### config.mk
export PLATFORM = sky130hd
export DESIGN_NAME = dreq_smp_ctrl
export DESIGN_NICKNAME = d
export VERILOG_FILES = /design/src/rtl/dreq_smp_pkg.sv /design/src/rtl/dreq_smp_detect.sv /design/src/rtl/dreq_smp_seq.sv /design/src/rtl/dreq_smp_ack.sv /design/src/rtl/dreq_smp_ctrl.sv
export SDC_FILE = /design/constraint.sdc
export NUM_CORES = 1
export LEC_CHECK = 0
export ABC_AREA = 1
export BUFFER_PORTS_ARGS = -buffer_cell sky130_fd_sc_hd__buf_4
export CAP_MARGIN = 20
export CORE_AREA = 2 2 39 41
export CTS_BUF_LIST = sky130_fd_sc_hd__clkbuf_4 sky130_fd_sc_hd__clkbuf_8 sky130_fd_sc_hd__clkbuf_16
export DETAILED_ROUTE_END_ITERATION = 12
export DIE_AREA = 0 0 41 43
export SETUP_SLACK_MARGIN = 0.4
export SLEW_MARGIN = 10
export SYNTH_ARGS = -nofsm -noshare
export SYNTH_HDL_FRONTEND = slang
export SYNTH_SLANG_ARGS = --single-unit
### constraint.sdc
create_clock -name clk -period 1.85 [get_ports clk]
set_input_delay 0.37 -clock clk [delete_from_list [all_inputs] [get_ports clk]]
set_output_delay 0.37 -clock clk [all_outputs]
set_load 0.01 [all_outputs]
### src/rtl/dreq_smp_pkg.sv
package dreq_smp_pkg;

  typedef enum logic [1:0] {
    ST_OPEN  = 2'd0,
    ST_WAIT  = 2'd1,
    ST_ISSUE = 2'd2,
    ST_BUSY  = 2'd3
  } smp_state_t;

  function automatic int unsigned max_u(input int unsigned a, input int unsigned b);
    return (a > b) ? a : b;
  endfunction

  function automatic int unsigned min_u(input int unsigned a, input int unsigned b);
    return (a < b) ? a : b;
  endfunction

endpackage

### src/rtl/dreq_smp_detect.sv
module dreq_smp_detect (
  input  logic clk,
  input  logic rst_n,
  input  logic edge_mode,
  input  logic smp_open,
  input  logic dreq_n,
  output logic hit
);

  logic prev_q;
  logic prev_d;
  logic lvl_seen;
  logic edg_seen;

  // The previous pin value is captured every clock, so a falling edge is
  // defined between two consecutive clocks even after the sampler reopens.
  always_comb begin
    prev_d   = dreq_n;
    lvl_seen = ~dreq_n;
    edg_seen = prev_q & ~dreq_n;
    hit      = smp_open & (edge_mode ? edg_seen : lvl_seen);
  end

  always_ff @(posedge clk or negedge rst_n) begin
    if (!rst_n) begin
      prev_q <= 1'b1;
    end else begin
      prev_q <= prev_d;
    end
  end

endmodule

### src/rtl/dreq_smp_seq.sv
module dreq_smp_seq
  import dreq_smp_pkg::*;
#(
  parameter int unsigned LAT_LEVEL = 4,
  parameter int unsigned LAT_EDGE  = 5
) (
  input  logic clk,
  input  logic rst_n,
  input  logic edge_mode,
  input  logic single_mode,
  input  logic hit,
  input  logic rd_end,
  input  logic wr_start,
  input  logic cyc_start,
  output logic smp_open,
  output logic issue,
  output logic drak
);

  localparam int unsigned LAT_MAX = max_u(LAT_LEVEL, LAT_EDGE);
  localparam int unsigned CNT_W   = $clog2(LAT_MAX) + 1;
  localparam logic [CNT_W-1:0] LIM_LVL = CNT_W'(LAT_LEVEL - 2);
  localparam logic [CNT_W-1:0] LIM_EDG = CNT_W'(LAT_EDGE - 2);

  smp_state_t       state_q, state_d;
  logic [CNT_W-1:0] cnt_q, cnt_d;
  logic             cnt_en;
  logic             drak_q, drak_d;
  logic [CNT_W-1:0] lim;
  logic             reopen_now;
  logic             reopen_next;
  logic             start_wait;

  // Reopen rules, by address mode and detection type.
  always_comb begin
    reopen_now  = 1'b0;
    reopen_next = 1'b0;
    if (state_q == ST_BUSY) begin
      if (!single_mode) begin
        if (edge_mode) reopen_now  = rd_end;
        else           reopen_next = wr_start;
      end else if (!edge_mode) begin
        reopen_next = cyc_start;
      end
    end
  end

  always_comb begin
    lim        = edge_mode ? LIM_EDG : LIM_LVL;
    smp_open   = (state_q == ST_OPEN) | reopen_now;
    start_wait = smp_open & hit;
    state_d    = state_q;
    case (state_q)
      ST_OPEN: begin
        if (start_wait) state_d = ST_WAIT;
      end
      ST_WAIT: begin
        if (cnt_q == lim) state_d = ST_ISSUE;
      end
      ST_ISSUE: begin
        state_d = (single_mode && edge_mode) ? ST_OPEN : ST_BUSY;
      end
      ST_BUSY: begin
        if (start_wait)                    state_d = ST_WAIT;
        else if (reopen_now || reopen_next) state_d = ST_OPEN;
      end
      default: state_d = ST_OPEN;
    endcase
  end

  always_comb begin
    cnt_en = start_wait | (state_q == ST_WAIT);
    cnt_d  = start_wait ? '0 : cnt_q + 1'b1;
    drak_d = (state_d == ST_ISSUE);
  end

  always_ff @(posedge clk or negedge rst_n) begin
    if (!rst_n) begin
      state_q <= ST_OPEN;
      cnt_q   <= '0;
      drak_q  <= 1'b0;
    end else begin
      state_q <= state_d;
      drak_q  <= drak_d;
      if (cnt_en) cnt_q <= cnt_d;
    end
  end

  assign issue = (state_q == ST_ISSUE);
  assign drak  = drak_q;

endmodule

### src/rtl/dreq_smp_ack.sv
module dreq_smp_ack (
  input  logic clk,
  input  logic rst_n,
  input  logic single_mode,
  input  logic ack_wr,
  input  logic issue,
  input  logic rd_start,
  input  logic wr_start,
  input  logic cyc_start,
  output logic dack
);

  logic owed_q, owed_d;
  logic sel_stb;

  always_comb begin
    if (single_mode) sel_stb = cyc_start;
    else             sel_stb = ack_wr ? wr_start : rd_start;
    dack   = owed_q & sel_stb;
    owed_d = issue | (owed_q & ~sel_stb);
  end

  always_ff @(posedge clk or negedge rst_n) begin
    if (!rst_n) begin
      owed_q <= 1'b0;
    end else begin
      owed_q <= owed_d;
    end
  end

endmodule

### src/rtl/dreq_smp_ctrl.sv
module dreq_smp_ctrl #(
  parameter int unsigned LAT_LEVEL = 4,
  parameter int unsigned LAT_EDGE  = 5
) (
  input  logic clk,
  input  logic rst_n,
  input  logic cfg_edge,
  input  logic cfg_single,
  input  logic cfg_ack_wr,
  input  logic dreq_n,
  input  logic bus_rd_start,
  input  logic bus_rd_end,
  input  logic bus_wr_start,
  input  logic bus_cyc_start,
  output logic xfer_req,
  output logic drak,
  output logic dack
);

  logic smp_open;
  logic hit;
  logic issue;

  dreq_smp_detect detect_i (
    .clk       (clk),
    .rst_n     (rst_n),
    .edge_mode (cfg_edge),
    .smp_open  (smp_open),
    .dreq_n    (dreq_n),
    .hit       (hit)
  );

  dreq_smp_seq #(
    .LAT_LEVEL (LAT_LEVEL),
    .LAT_EDGE  (LAT_EDGE)
  ) seq_i (
    .clk         (clk),
    .rst_n       (rst_n),
    .edge_mode   (cfg_edge),
    .single_mode (cfg_single),
    .hit         (hit),
    .rd_end      (bus_rd_end),
    .wr_start    (bus_wr_start),
    .cyc_start   (bus_cyc_start),
    .smp_open    (smp_open),
    .issue       (issue),
    .drak        (drak)
  );

  dreq_smp_ack ack_i (
    .clk         (clk),
    .rst_n       (rst_n),
    .single_mode (cfg_single),
    .ack_wr      (cfg_ack_wr),
    .issue       (issue),
    .rd_start    (bus_rd_start),
    .wr_start    (bus_wr_start),
    .cyc_start   (bus_cyc_start),
    .dack        (dack)
  );

  assign xfer_req = issue;

endmodule

Yosys cells after proc, flatten, opt, wreduce, memory -nomap -nowiden

Cells that the tools add are included.
Widths: inputs -> output; s select.

Output and inout port bits: 3
Bits of input ports: 10
Register bits after elaboration: 9
Word-level logic and storage cells: 42

Add/subtract/negate cells: 1
Reductions and logical operators: 3
Muxes and demuxes: 18
Equal/unequal tests: 5
Bitwise gates (word level): 10

Operator list:

| kind                | count |
|---|---|
| $mux 1              | 11 |
| $mux 2              | 5 |
| $pmux 2 s4          | 1 |
| $eq 2x2->1 const B  | 3 |
| $and 1x1->1         | 5 |
| $add 4x1->4 const B | 1 |
| $eq 4x4->1          | 1 |
| $mux 4              | 1 |
| $or 1x1->1          | 3 |
| $eq 2x1->1 const B  | 1 |
| $logic_not 2->1     | 1 |
| $not 1->1           | 2 |
| $logic_and 1x1->1   | 1 |
| $logic_or 1x1->1    | 1 |

Longest topological paths before layout

Word-level depth: 9
Gate-level depth with buffers: 8
Gate-level depth less buffers: 8

Modules after synthesis

From an unflattened synthesis, not the netlist that was laid out.

Cell total of the unflattened synthesis: 83
Area total of the unflattened synthesis: 566.8 µm²

Modules (own cells, without submodules):

| module          | cells each | seq. area each (µm²) | instances | area each (µm²) |
|---|---|---|---|---|
| dreq_smp_seq    | 64         | 175.2                | 1         | 440.4 |
| dreq_smp_ack    | 13         | 25.0                 | 1         | 81.3 |
| dreq_smp_detect | 6          | 26.3                 | 1         | 45.0 |

Least setup slack after synthesis

No wires, ideal clock.

Path type: in2out
Start: input port cfg_single
End: output port dack
Slack: 0.642 ns
Path buffers: 0
Data arrival time: 0.838 ns
Data required time: 1.480 ns
Stages on the path: 3
Path through: inv_1 o211ai_1 a21boi_0

Cells in the longest elaborated chain, start to end: 2

Ends and longest elaborated chain:

| item            | RTL line            | source |
|---|---|---|
| start, declared | dreq_smp_ctrl.sv:8  | `input logic cfg_single,` |
| $mux 1          | dreq_smp_ack.sv:17  | `if (single_mode) sel_stb = cyc_start;` |
| $and 1x1->1     | dreq_smp_ack.sv:19  | `dack = owed_q & sel_stb;` |
| end, declared   | dreq_smp_ctrl.sv:17 | `output logic dack` |

No other way between the ends.

Worst setup path after layout

Start: register seq_i.state_q[1]
End: output port xfer_req

Cells in the longest elaborated chain, start to end: 1

Ends and longest elaborated chain:

| item                   | RTL line            | source |
|---|---|---|
| start, declared        | dreq_smp_seq.sv:25  | `smp_state_t state_q, state_d;` |
| start signal, assigned | dreq_smp_seq.sv:83  | `state_q <= state_d;` |
| $eq 2x2->1             | dreq_smp_seq.sv:89  | `assign issue = (state_q == ST_ISSUE);` |
| end, declared          | dreq_smp_ctrl.sv:15 | `output logic xfer_req,` |

No other way between the ends.

==> summary.md <==
| Metric | Value |
|---|---|
| Status | complete, no violations |
| GRT Util Overall | 12.4% |
| Distinct cell type count of the synthesized netlist | 19 |
| Post-Syn Instances | 62 |
| Flop and latch count out of synthesis | 9 |
| Hold Path Class | input pin to register |
| Nets | between 90 and 100 |
| Kind of critical path | register to primary output |
| Total wire length | 879 µm |
| Vert. Die Dim | 43 µm |
| TNS Setup | 0 ns |
| Crit path time final | 1.37 ns |
| RSZ-0062 raised after global routing | false |
| Clock buffer depth | 2 |
| Syn. warnings | 0 |
| Dpl ws | a little under 0.5 ns |
| Max-slew violations | 0 |
| I/O pin total | 13 |
| Cell area power density | approximately 1400 nW/µm² |
| Worst EP arrival | 1.00 ns |
| Crit Path Max Fanout | 4 |
| Layout cells sized above 1 | about a third |
| Slew margin rel. | 83.6% |
| Cell Area, Synth | between 500 and 600 µm² |
| Largest net degree at the start of global routing | 10 |
| Avg Vias per Cell | around 4.6 |
| Most frequent cells in the layout | nand2_1 (18), buf_4 (12), inv_1 (9) |
| Die Wd | between 40 and 50 µm |
| Worst-Skew Late Latency | 0.25 ns |
| Routability cong. | 0.690 |
| Setup bufs post-CTS | 0 |
| Post-route insts no fill | 95 |
| Drt pass-1 iters | 3 |
| Setup ws final | 0.482 ns |
| Area growth syn-to-layout | 29.7% |
| Final Cycle Share | approximately three quarters |
| Commonest non-fill, non-tap cell in the layout | nand2_1 |
| Via count | between 400 and 500 |
| Final setup fails | 0 |
| Vias in the first global route | ~390 |
| CP Launch Type | register |
| Initial Util | a little under two fifths |
| ANT nets after route | 0 |
| Lkg Pwr | 0.349 nW |
| Clock slew at reported path FFs | approximately 0.060 ns |
| Worst EP required | around 1.5 ns |
| Final cell area excluding filler cells | 662 µm² |
| Setup crit end kind | primary output |
| Net Count, Synth | 73 |
| CTS H-tree depth | 1 |
| Inst Count DP | 90 |
| Placeable Area | 1380 µm² |
| Fin. Hold Viols | 0 |
| I/O Buffers | 12 |
| Max Clock Freq | 0.731 GHz |
| Clock sinks | 9 |
| Maximum vdd drop | 583 µV |
| Wire per inst | 9.25 µm |
| Initial antenna violation count | 0 |
| Worst Hold Slack | 0.226 ns |
| Drt first-iter violations | 7 |
| Dpl cell area | 621 µm² |
| Worst Clk Skew | 0.000973 ns |
| Antenna cells | 0 |
| TritonCTS Buffers | 3 |
| Tot Pwr | 921 µW |
| Root Buffer | clkbuf_4 |
| TritonCTS clock tree | built |
| GRT overflow | 0 |
| Slew of the pin with the lowest slew margin | around 0.24 ns |
| Row cnt | 14 |
| Drt drc | 0 |
| Die footprint | 1760 µm² |
| Avg Cell Area, Syn | about 8.2 µm² |
| Sequential element share of the synthesized area | around 44% |
| First-pass GRT wire length | 1470 µm |
| Max cap viols | 0 |
| Final core utilization | 47.8% |
| Final HPWL DP | 745 µm |
cells by family after synthesis:
family | share of synthesized area [%]
xor gates and xnor gates | 5.15
and+or+nand+nor | 27.7
AOI/OAI and AO/OA | 12.3
adders and majority gates | 2.45
DFF | 44.4
buffers and inverters | 8.09
report_power, final:
group | total (mW) | switching [mW] | leakage [nW] | internal, mW
combinational | 0.396 | 0.218 | 0.220 | 0.178
clock | 0.163 | 0.0656 | 0.0184 | 0.0976
sequential | 0.361 | 0.0764 | 0.111 | 0.285
what timing repair did:
item,CTS,global route
setup endpoints to repair,0,2
endpoints found under the hold margin,8,0
gates resized for setup,0,2
hold buffers,1,0
sequential cells by signal, indices dropped and copies added, names as in the netlist:
register	cells
detect_i.prev_q	1
seq_i.cnt_q	4
seq_i.state_q	2
seq_i.drak	1
ack_i.owed_q	1
final timing paths:
| path | from | endpoint | slack, ns | cells past startpoint |
|---|---|---|---|---|
| hold reg to reg | ack_i.owed_q | ack_i.owed_q | 0.52 | 1 |
| setup reg to reg | seq_i.state_q[0] | seq_i.cnt_q[3] | 0.79 | 5 |
| min in group asynchronous | rst_n | seq_i.cnt_q[2] | 0.46 | 2 |
| hold / removal | dreq_n | detect_i.prev_q | 0.23 | 1 |
| setup / recovery | seq_i.state_q[1] | xfer_req | 0.48 | 3 |
| max in group asynchronous | rst_n | detect_i.prev_q | 1.18 | 2 |
cell usage after synthesis:
cell type  number  share of area, %
nand2_1        18                13
inv_1           9               6.6
dfrtp_1         8                39
nand3_1         4               3.9
nor2_1          3               2.2
nor2_2          3               3.7
xor2_1          3               5.1
inv_2           2               1.5
o21ai_1         2               2.0
a21boi_0        1               1.5
a21oi_1         1              0.98
a21oi_4         1               3.2
a31o_2          1               1.7
dfstp_2         1               5.1
ha_1            1               2.5
nand4_2         1               2.5
nor2_4          1               2.2
o211ai_1        1               1.5
o21bai_1        1               1.5
critical path, cell delays in order, from the launching register on:
cell	delay [ns]
dfrtp_2	0.41
inv_2	0.06
nor2_2	0.13
buf_4	0.14
per-layer routing:
metal / GRT usage, % / wire [µm]
met3: 1.57 / 64
met5: 0 / 0
met1: 17.2 / 410
met2: 17.5 / 385
met4: 8.00 / 19
area by class of cell:
class | instances | area (µm²)
fill | 139 | 722
multi-input combinational | 42 | 243
sequential | 9 | 228
timing repair buffer | 13 | 100
inverter | 11 | 41.3
clock buffer | 4 | 30.0
tap | 16 | 20.0
Note: power is estimated with default switching activity, not from simulation.
